## src/rtl/card_seq_pkg.sv

```systemverilog
package card_seq_pkg;

    // Number of contact stages: supply, data line, clock, reset release
    localparam int STAGES = 4;
    localparam int LVL_W  = 3;

    typedef enum logic [1:0] {
        M_IDLE,
        M_UP,
        M_RUN,
        M_DOWN
    } seq_mode_e;

    typedef struct packed {
        seq_mode_e          mode;
        logic [LVL_W-1:0]   level;
        logic               need_rel;
        logic               emerg;
    } ctrl_st_t;

    typedef struct packed {
        logic pres;
        logic off;
        logic irq;
        logic emerg_seen;
    } mon_st_t;

endpackage

```

## src/rtl/card_seq_tick.sv

```systemverilog
module card_seq_tick #(
    parameter int DIV_RATIO = 16
) (
    input  logic clk,
    input  logic rst_n,
    output logic tick_o
);

    localparam int CW = (DIV_RATIO > 1) ? $clog2(DIV_RATIO) : 1;

    generate
        if (DIV_RATIO > 1) begin : g_div
            logic [CW-1:0] cnt_d, cnt_q;

            always_comb begin
                if (cnt_q == CW'(DIV_RATIO - 1)) cnt_d = '0;
                else                             cnt_d = cnt_q + 1'b1;
            end

            always_ff @(posedge clk or negedge rst_n) begin
                if (!rst_n) cnt_q <= '0;
                else        cnt_q <= cnt_d;
            end

            assign tick_o = (cnt_q == CW'(DIV_RATIO - 1));

            // two ticks are never adjacent
            p_tick_gap_r1: assert property (@(posedge clk) disable iff (!rst_n)
                tick_o |=> !tick_o);
        end else begin : g_nodiv
            assign tick_o = 1'b1;
        end
    endgenerate

endmodule

```

## src/rtl/card_seq_ctrl.sv

```systemverilog
module card_seq_ctrl
    import card_seq_pkg::*;
(
    input  logic clk,
    input  logic rst_n,
    input  logic tick_i,
    input  logic sess_req_i,
    input  logic pres_i,
    input  logic alarm_i,
    input  logic short_i,
    output logic vcc_en_o,
    output logic io_en_o,
    output logic clk_en_o,
    output logic rst_rel_o,
    output logic emerg_o
);

    ctrl_st_t st_d, st_q;
    logic     fault;
    logic     in_session;
    logic [STAGES-1:0] stage_on;

    assign fault      = !pres_i || alarm_i || short_i;
    assign in_session = (st_q.mode == M_UP) || (st_q.mode == M_RUN);

    always_comb begin
        st_d = st_q;
        unique case (st_q.mode)
            M_IDLE: begin
                if (!sess_req_i) begin
                    st_d.need_rel = 1'b0;
                    st_d.emerg    = 1'b0;
                end else if (tick_i && !st_q.need_rel && pres_i && !alarm_i) begin
                    st_d.mode  = M_UP;
                    st_d.level = LVL_W'(1);
                end
            end
            M_UP, M_RUN: begin
                if (fault) begin
                    st_d.emerg    = 1'b1;
                    st_d.need_rel = 1'b1;
                    st_d.level    = st_q.level - 1'b1;
                    st_d.mode     = (st_q.level == LVL_W'(1)) ? M_IDLE : M_DOWN;
                end else if (tick_i) begin
                    if (!sess_req_i) begin
                        st_d.need_rel = 1'b1;
                        st_d.level    = st_q.level - 1'b1;
                        st_d.mode     = (st_q.level == LVL_W'(1)) ? M_IDLE : M_DOWN;
                    end else if (st_q.mode == M_UP) begin
                        st_d.level = st_q.level + 1'b1;
                        if (st_q.level == LVL_W'(STAGES - 1)) st_d.mode = M_RUN;
                    end
                end
            end
            M_DOWN: begin
                if (tick_i) begin
                    st_d.level = st_q.level - 1'b1;
                    if (st_q.level == LVL_W'(1)) st_d.mode = M_IDLE;
                end
            end
            default: st_d = st_q;
        endcase
    end

    always_ff @(posedge clk or negedge rst_n) begin
        if (!rst_n) st_q <= '{mode: M_IDLE, level: '0, need_rel: 1'b0, emerg: 1'b0};
        else        st_q <= st_d;
    end

    generate
        for (genvar g = 0; g < STAGES; g++) begin : g_stage
            assign stage_on[g] = (st_q.level > LVL_W'(g));
        end
    endgenerate

    assign vcc_en_o  = stage_on[0];
    assign io_en_o   = stage_on[1];
    assign clk_en_o  = stage_on[2];
    assign rst_rel_o = stage_on[3];
    assign emerg_o   = st_q.emerg;

    // the level moves by at most one stage per clock
    p_step_one_r1: assert property (@(posedge clk) disable iff (!rst_n)
        !$stable(st_q.level) |->
            (st_q.level == $past(st_q.level) + 1'b1) || (st_q.level == $past(st_q.level) - 1'b1));

    // rising steps happen only on a tick
    p_rise_on_tick_r1: assert property (@(posedge clk) disable iff (!rst_n)
        (st_q.level > $past(st_q.level)) |-> $past(tick_i));

    // a session opens only under a request, a present card and a quiet alarm
    p_start_gated_r2: assert property (@(posedge clk) disable iff (!rst_n)
        (st_q.level == LVL_W'(1) && $past(st_q.level) == '0) |->
            $past(sess_req_i && pres_i && !alarm_i));

    // a fault in session drops a stage on the very next clock
    p_fault_drop_r6: assert property (@(posedge clk) disable iff (!rst_n)
        (in_session && fault) |=> (st_q.level < $past(st_q.level)));

endmodule

```

## src/rtl/card_seq_mon.sv

```systemverilog
module card_seq_mon
    import card_seq_pkg::*;
#(
    parameter bit PRES_ACT_HIGH = 1'b1
) (
    input  logic clk,
    input  logic rst_n,
    input  logic pres_pin_i,
    input  logic emerg_i,
    input  logic irq_en_i,
    input  logic status_rd_i,
    output logic pres_o,
    output logic off_o,
    output logic irq_o
);

    mon_st_t st_d, st_q;
    logic    irq_set;

    always_comb begin
        st_d            = st_q;
        st_d.pres       = PRES_ACT_HIGH ? pres_pin_i : !pres_pin_i;
        st_d.off        = st_q.pres && !emerg_i;
        st_d.emerg_seen = emerg_i;
        irq_set         = (irq_en_i && (st_d.off != st_q.off)) ||
                          (emerg_i && !st_q.emerg_seen);
        st_d.irq        = irq_set || (st_q.irq && !status_rd_i);
    end

    always_ff @(posedge clk or negedge rst_n) begin
        if (!rst_n) st_q <= '0;
        else        st_q <= st_d;
    end

    assign pres_o = st_q.pres;
    assign off_o  = st_q.off;
    assign irq_o  = st_q.irq;

    // a fresh emergency always raises the interrupt
    p_emerg_irq_r7: assert property (@(posedge clk) disable iff (!rst_n)
        (emerg_i && !st_q.emerg_seen) |=> st_q.irq);

    // the interrupt only falls after a status read
    p_irq_drop_r8: assert property (@(posedge clk) disable iff (!rst_n)
        $fell(st_q.irq) |-> $past(status_rd_i));

endmodule

```

## src/rtl/card_seq_top.sv

```systemverilog
module card_seq_top #(
    parameter int DIV_RATIO     = 16,
    parameter bit PRES_ACT_HIGH = 1'b1
) (
    input  logic clk,
    input  logic rst_n,
    input  logic sess_req,
    input  logic pres_pin,
    input  logic supply_alarm,
    input  logic short_det,
    input  logic off_irq_en,
    input  logic status_rd,
    output logic vcc_en,
    output logic io_en,
    output logic clk_en,
    output logic card_rst_n,
    output logic off_bit,
    output logic irq
);

    logic tick;
    logic pres;
    logic emerg;

    card_seq_tick #(.DIV_RATIO(DIV_RATIO)) u_tick (
        .clk    (clk),
        .rst_n  (rst_n),
        .tick_o (tick)
    );

    card_seq_mon #(.PRES_ACT_HIGH(PRES_ACT_HIGH)) u_mon (
        .clk         (clk),
        .rst_n       (rst_n),
        .pres_pin_i  (pres_pin),
        .emerg_i     (emerg),
        .irq_en_i    (off_irq_en),
        .status_rd_i (status_rd),
        .pres_o      (pres),
        .off_o       (off_bit),
        .irq_o       (irq)
    );

    card_seq_ctrl u_ctrl (
        .clk        (clk),
        .rst_n      (rst_n),
        .tick_i     (tick),
        .sess_req_i (sess_req),
        .pres_i     (pres),
        .alarm_i    (supply_alarm),
        .short_i    (short_det),
        .vcc_en_o   (vcc_en),
        .io_en_o    (io_en),
        .clk_en_o   (clk_en),
        .rst_rel_o  (card_rst_n),
        .emerg_o    (emerg)
    );

endmodule

```

## config.mk

```make
export PLATFORM = sky130hd
export DESIGN_NAME = card_seq_top
export DESIGN_NICKNAME = d
export VERILOG_FILES = /design/src/rtl/card_seq_pkg.sv /design/src/rtl/card_seq_tick.sv /design/src/rtl/card_seq_ctrl.sv /design/src/rtl/card_seq_mon.sv /design/src/rtl/card_seq_top.sv
export SDC_FILE = /design/constraint.sdc
export NUM_CORES = 1
export LEC_CHECK = 0
export ABC_AREA = 1
export ABC_CLOCK_PERIOD_IN_PS = 3000
export BUFFER_PORTS_ARGS = -buffer_cell sky130_fd_sc_hd__buf_2
export CORE_MARGIN = 2
export CORE_UTILIZATION = 57
export CTS_BUF_LIST = sky130_fd_sc_hd__clkbuf_2 sky130_fd_sc_hd__clkbuf_4 sky130_fd_sc_hd__clkbuf_8
export DETAILED_ROUTE_END_ITERATION = 12
export GPL_ROUTABILITY_DRIVEN = 1
export PLACE_DENSITY = 0.82
export SLEW_MARGIN = 40
export SYNTH_ARGS = -nofsm -noshare
export SYNTH_HDL_FRONTEND = slang
export SYNTH_SLANG_ARGS = --single-unit
```

## constraint.sdc

```tcl
create_clock -name clk -period 3 [get_ports clk]
set_input_delay 0.45 -clock clk [delete_from_list [all_inputs] [get_ports clk]]
set_output_delay 0.45 -clock clk [all_outputs]
set_load 0.05 [all_outputs]
```

==> results of run 1 <==
-- cell usage after synthesis --
| cell type | n |
|---|---|
| sky130_fd_sc_hd__a211oi_1 | 1 |
| sky130_fd_sc_hd__a21oi_1 | 2 |
| sky130_fd_sc_hd__and3_1 | 1 |
| sky130_fd_sc_hd__dfrtp_1 | 15 |
| sky130_fd_sc_hd__ha_1 | 10 |
| sky130_fd_sc_hd__inv_1 | 22 |
| sky130_fd_sc_hd__inv_2 | 1 |
| sky130_fd_sc_hd__nand2_1 | 36 |
| sky130_fd_sc_hd__nand2_2 | 1 |
| sky130_fd_sc_hd__nand3_1 | 13 |
| sky130_fd_sc_hd__nand3_2 | 1 |
| sky130_fd_sc_hd__nand4_1 | 1 |
| sky130_fd_sc_hd__nor2_1 | 7 |
| sky130_fd_sc_hd__nor2_2 | 1 |
| sky130_fd_sc_hd__nor2_4 | 1 |
| sky130_fd_sc_hd__o21ai_0 | 8 |
| sky130_fd_sc_hd__o21ai_1 | 2 |
| sky130_fd_sc_hd__o221ai_1 | 1 |
| sky130_fd_sc_hd__or2_1 | 1 |
| sky130_fd_sc_hd__or2_2 | 1 |
| sky130_fd_sc_hd__xnor2_1 | 1 |
| sky130_fd_sc_hd__xor2_1 | 1 |
-- through the flow --
stage	hold WS [ns]	cells
finish	0.05055	161
global route	0.06772	161
CTS	0.05476	161
detailed placement	0.3643	157
global placement	0.3607	157
floorplan	0.1544	128
-- per-layer routing --
metal	up-vias	global-route usage	share of wire
li1	436	-	-
met1	385	0.2430	0.45
met2	26	0.3543	0.47
met3	5	0.07200	0.064
met4	0	0.07059	0.015
met5	-	0	0
-- critical path: cells and delay by family (launching register included) --
kind	cells	cell delay [ns]
fa+ha+maj	2	0.43
buf+inv	1	0.30
flops	1	0.43
compound gates	1	0.21
-- flip-flops by register name (all words and copies together), names as in the netlist --
register and count:
u_ctrl.st_q 6, u_tick.g_div.cnt_q 4, u_ctrl.emerg_o 1, u_mon.irq_o 1
u_mon.off_o 1, u_mon.pres_o 1, u_mon.st_q 1
-- power groups by stage --
stage	Sequential, uW	Combinational, uW	Clock [uW]
CTS	315	712	124
detailed placement	319	707	0
global route	323	800	136
finish	314	714	120
global placement	314	694	0
floorplan	344	531	0
-- cell families (layout without fill, tap and decap cells) --
kind of cell,Yosys count,count (layout)
AO/OA/AOI/OAI,14,14
adder cells (fa/ha/maj),10,10
XOR/XNOR,2,2
buffers and inverters,23,40
flip-flops,15,15
AND/OR/NAND/NOR,64,64
-- area by class of cell --
cell class	instances	area share
multi-input combinational	90	0.4664
sequential	15	0.3472
inverter	23	0.07986
timing repair buffer	13	0.06019
clock buffer	4	0.02778
tap	16	0.01852
-- layout by cell type (no fill, tap or decap), drive strengths merged --
master and instances:
a211oi 1, o221ai 1, o21ai 10, xnor2 1, nand3 14, nand4 1
xor2 1, clkbuf 4, and3 1, inv 23, nand2 37, a21oi 2
buf 13, nor2 9, ha 10, dfrtp 15, or2 2
-- how the worst max path moves through the flow --
stage	start	to	slack [ns]	depth (start not counted)
after detailed placement	u_ctrl.st_q[2]	card_rst_n	1.19	4
after CTS	u_ctrl.st_q[2]	card_rst_n	0.87	4
after global placement	u_ctrl.st_q[2]	card_rst_n	1.25	4
final	u_ctrl.st_q[2]	card_rst_n	0.89	4
after global routing	u_ctrl.st_q[2]	card_rst_n	0.81	4
after floorplan	u_ctrl.st_q[2]	card_rst_n	0.55	3
==> results.json, run 1 <==
{
  "worst_slack_ns": 0.8921,
  "cts.repair.resized": 0,
  "synthMuxAreaShare": 0,
  "setup-tns-final_ns": 0,
  "power.ir.vdd_worst_mv": 0.7639,
  "clock_skew_ns": 0.002342,
  "vertical_die_dimension_um": 45.17,
  "regToRegEndpoint": "u_ctrl.st_q[6]",
  "number_of_antenna_violations_at_the_first_check_in_global_routing": 0,
  "fillCellCount": 115,
  "synth-simple-area-share": 0.2953,
  "placeableCoreArea_mm2": 0.001541,
  "synth_xor_xnor_area_share": 0.01813,
  "row_count": 14,
  "status": "complete, no violations",
  "via_count": 852,
  "area.sequential_um2": 375.4,
  "leakagePower_uw": 0.0006366,
  "synth.cell_area_um2": 965.9,
  "crit_path_end_kind": "output port",
  "finalWirelength_um": 1807,
  "timing.fmax_mhz": 474.4,
  "post_cts.repair.setup_buffers": 0,
  "multi_input_gate_area_um2": 504.2,
  "seq_power_share": 0.274,
  "grt_max_degree": 16,
  "cts-htree-levels": 1,
  "detail_route.vias_per_cell": 5.292,
  "clk_latency_ns": 0.28,
  "place_area_mm2": 0.001051,
  "synthesis.instances": 128,
  "max_cap_violations": 0,
  "critical_path.reg2reg.startpoint": "u_ctrl.st_q[5]",
  "wire_per_inst_um": 11.22,
  "dp_hpwl_um": 1444,
  "drt_drc_violations_left": 0,
  "reg2reg_slack_ns": 1.35,
  "worst_pin_slew_ns": 0.3230,
  "worst-endpoint-arrival_ns": 1.66,
  "critical_path.most_common_cell": "sky130_fd_sc_hd__ha_1",
  "period_minus_slack_ns": 2.108,
  "hold_path_class": "input pin to async pin",
  "dominant_combinational_cell_family_by_area_after_synthesis": "simple AND/OR/NAND/NOR gates",
  "cp_slowest_cell": "sky130_fd_sc_hd__dfrtp_1",
  "syn2layout_area_growth_pct": 11.92,
  "crit_path_start_kind": "flip-flop",
  "yosys.cell_types.count": 22,
  "globalplace.congestion": 0.8470,
  "clock_path_buffers": 2,
  "drtIter0Drc": 28,
  "sequential_cell_area_fraction_in_the_yosys_report": 0.3886,
  "cts_tree": "built",
  "synth_area_in_adders": 0.1295,
  "share_of_final_layout_standard_cells_stronger_than_drive_strength_1": 0.1586,
  "cp_data_required_time_ns": 2.55,
  "ys_top_cells_by_area": "sky130_fd_sc_hd__dfrtp_1, sky130_fd_sc_hd__nand2_1, sky130_fd_sc_hd__ha_1",
  "power.internal_uw": 550.3,
  "p_clk_frac": 0.104,
  "design.final.nets": 164,
  "synthesis.area_per_instance_um2": 7.546,
  "globalRoute.totalOverflow": 0,
  "final_core_util": 0.7013,
  "yosys_warnings": 0,
  "placement.setup.worst_slack_ns": 1.194,
  "synth_top_area_frac": 0.3886,
  "clock_tree.root_cell": "sky130_fd_sc_hd__clkbuf_4",
  "grtUsageTotal": 0.2083,
  "synth_seq_cells": 15,
  "crit_path_max_incr_delay_ns": 0.43,
  "clk_pin_slew_worst_paths_ns": 0.08,
  "detailedRoute.firstPassIterationCount": 4,
  "first_global_vias": 760,
  "post-route-period-util": 0.7026,
  "rsz_0062_raised_after_global_routing": "false",
  "grt_pass1_wl_um": 2994,
  "report.final.hold_viol_count": 0,
  "cell_by_cell_listing_of_the_critical_path": "ha_1 > ha_1 > a211oi_1 > buf_2",
  "initial_utilization": 0.6266,
  "critical_path.max_fanout": 5,
  "synth.largest_area_cell": "sky130_fd_sc_hd__dfrtp_1",
  "ioPinCount": 14,
  "dieWidth_um": 45.17,
  "setup-violations-final": 0,
  "cts.hold.buffers_added": 0,
  "critPathKind": "flip-flop to output port",
  "number_of_antenna_repair_diodes": 0,
  "power_frac_comb": 0.622,
  "slew_viol_final": 0,
  "sw_frac_of_total": 0.5210,
  "cellPowerDensity_mw_per_mm2": 1063,
  "syn-num-nets": 146,
  "headroom_to_the_max_slew_limit": 0.7847,
  "power_switching_uw": 598.5,
  "finalInstanceArea_mm2": 0.001081,
  "clock_buffer_count_from_cts": 3,
  "finalPower_uw": 1149,
  "numPortBuffers": 13,
  "rr_worst_depth": 10,
  "synth-compound-area-share": 0.07902,
  "design.die.area_mm2": 0.002040,
  "postRouteAntennaNets": 0,
  "clock_sinks": 15
}
Note: power is estimated with default switching activity, not from simulation.
==> run 2: changes to the inputs <==
--- a/config.mk
+++ b/config.mk
@@ -6,7 +6,7 @@
 export NUM_CORES = 1
 export LEC_CHECK = 0
 export ABC_AREA = 1
-export ABC_CLOCK_PERIOD_IN_PS = 3000
+export ABC_CLOCK_PERIOD_IN_PS = 2050
 export BUFFER_PORTS_ARGS = -buffer_cell sky130_fd_sc_hd__buf_2
 export CORE_MARGIN = 2
 export CORE_UTILIZATION = 57
==> constraint.sdc (replaced) <==
create_clock -name clk -period 2.05 [get_ports clk]
set_input_delay 0.3075 -clock clk [delete_from_list [all_inputs] [get_ports clk]]
set_output_delay 0.3075 -clock clk [all_outputs]
set_load 0.05 [all_outputs]
==> results.json, run 2 (synthesis gave the netlist of run 1 again) <==
{
  "status": "complete, no violations",
  "place.detailed.instances": 157,
  "multi_input_gate_area_um2": 509.2,
  "period_minus_slack_ns": 2.005,
  "fin_worst_hold_slack_ns": 0.1241,
  "grt_max_degree": 16,
  "detailedRoute.firstPassIterationCount": 4,
  "cts-htree-levels": 1,
  "worst_pin_slew_ns": 0.3333,
  "slew_viol_final": 0,
  "worst_slack_ns": 0.04524,
  "numPortBuffers": 13,
  "clk_pin_slew_worst_paths_ns": 0.09,
  "drtIter0Drc": 14,
  "initial_utilization": 0.6266,
  "power.ir.vdd_worst_mv": 0.9607,
  "cts.repair.resized": 0,
  "rsz_0062_raised_after_global_routing": "false",
  "postRouteAntennaNets": 0,
  "finalWirelength_um": 1906,
  "post_layout_nonfiller_instances": 162,
  "crit_path_start_kind": "flip-flop",
  "dieWidth_um": 45.17,
  "crit_path_end_kind": "output port",
  "finalPower_uw": 1697,
  "critical_path.max_fanout": 5,
  "cp_data_required_time_ns": 1.74,
  "post-route-period-util": 0.9779,
  "dp_hpwl_um": 1511,
  "design.final.nets": 165,
  "most-common-layout-cells": "sky130_fd_sc_hd__nand2_1, sky130_fd_sc_hd__inv_1, sky130_fd_sc_hd__dfrtp_1, sky130_fd_sc_hd__nand3_1, sky130_fd_sc_hd__buf_2",
  "design.die.area_mm2": 0.002040,
  "cellPowerDensity_mw_per_mm2": 1551,
  "first_global_vias": 793,
  "min_from": "pres_pin",
  "grtUsageTotal": 0.2231,
  "clock_path_buffers": 2,
  "report.final.hold_viol_count": 0,
  "row_count": 14,
  "detail_route.vias_per_cell": 5.253,
  "leakagePower_uw": 0.0006413,
  "cts_tree": "built",
  "top_regs": "u_ctrl.st_q (6), u_tick.g_div.cnt_q (4)",
  "vertical_die_dimension_um": 45.17,
  "setup-tns-final_ns": 0,
  "critPathKind": "flip-flop to output port",
  "timing.fmax_mhz": 498.8,
  "critPathLaunch": "u_ctrl.st_q[2]",
  "placeableCoreArea_mm2": 0.001541,
  "headroom_to_the_max_slew_limit": 0.7778,
  "share_of_final_layout_standard_cells_stronger_than_drive_strength_1": 0.1644,
  "syn2layout_area_growth_pct": 13.21,
  "largest_register_ff_count": 6,
  "ioPinCount": 14,
  "via_count": 851,
  "globalRoute.totalOverflow": 0,
  "number_of_antenna_violations_at_the_first_check_in_global_routing": 0,
  "fillCellCount": 134,
  "max_cap_violations": 0,
  "clock_buffer_count_from_cts": 3,
  "drt_drc_violations_left": 0,
  "critical_path.reg2reg.startpoint": "u_ctrl.st_q[5]",
  "mostFrequentLayoutCell": "sky130_fd_sc_hd__nand2_1",
  "post_cts.repair.setup_buffers": 0,
  "setup-violations-final": 0,
  "grt_pass1_wl_um": 3222,
  "clock_skew_ns": 0.002212,
  "clock_tree.root_cell": "sky130_fd_sc_hd__clkbuf_4",
  "wire_per_inst_um": 11.77,
  "hold_path_class": "input pin to flip-flop",
  "regMostFlops": "u_ctrl.st_q",
  "placement.setup.worst_slack_ns": 0.3725,
  "clk_latency_ns": 0.28,
  "number_of_antenna_repair_diodes": 0,
  "area.sequential_um2": 375.4,
  "worst-endpoint-arrival_ns": 1.70,
  "clock_sinks": 15,
  "globalplace.congestion": 0.8923
}
==> run 2: cell types whose count changed in the layout (fill, tap and decap cells not counted), sizes merged <==
cell,previous run,this run
clkbuf,4,3
clkinv,0,1
dlygate4sd3,0,1
==> run 2: final timing paths <==
kind	endpoint	slack, ns	depth (start not counted)
setup / recovery	card_rst_n	0.05	4
hold / removal	u_mon.pres_o	0.12	1
setup reg to reg	u_ctrl.st_q[5]	0.36	10
hold reg to reg	u_mon.st_q[0]	0.44	0
max in group asynchronous	u_ctrl.st_q[2]	1.35	2
min in group asynchronous	u_mon.irq_o	0.45	2
==> run 2: timing repair <==
item / in CTS / in global routing
hold buffers: 1 / 0
endpoints found under the setup margin: 0 / 0
hold endpoints to repair: 15 / 0
==> run 2: final cells by class <==
type | count | area share
well taps | 16 | 0.01831
inverters | 23 | 0.07895
flip-flops and latches | 15 | 0.3432
clock inverters | 1 | 0.004577
multi-input cells | 90 | 0.4657
repair buffers | 14 | 0.06865
clock buffers | 3 | 0.02059
==> run 2: metrics by stage <==
stage	cell area, um^2	utilization
final	1094	0.7094
after global routing	1094	0.7094
after CTS	1094	0.7094
after detailed placement	1056	0.6851
after global placement	1056	0.6851
after floorplan	970.9	-
==> run 2: power by group <==
part           switching [uW]  leakage [uW]  total (uW)  internal (uW)
clock network            95.0     0.0000177         167           72.4
registers                77.6      0.000185         465            387
logic                     730      0.000438        1060            334
==> run 2: per-layer routing <==
metal | vias to the layer above | share of wire | GRT usage
li1 | 436 | - | -
met1 | 383 | 0.43 | 0.2652
met2 | 25 | 0.49 | 0.4029
met3 | 7 | 0.050 | 0.02400
met4 | 0 | 0.025 | 0.09412
met5 | - | 0 | 0
==> run 2: worst max-delay path, cell delays in order (launching register included) <==
cell and delay [ns]:
sky130_fd_sc_hd__dfrtp_1 0.45, sky130_fd_sc_hd__ha_1 0.26, sky130_fd_sc_hd__ha_1 0.23, sky130_fd_sc_hd__a211oi_2 0.19, sky130_fd_sc_hd__buf_2 0.29
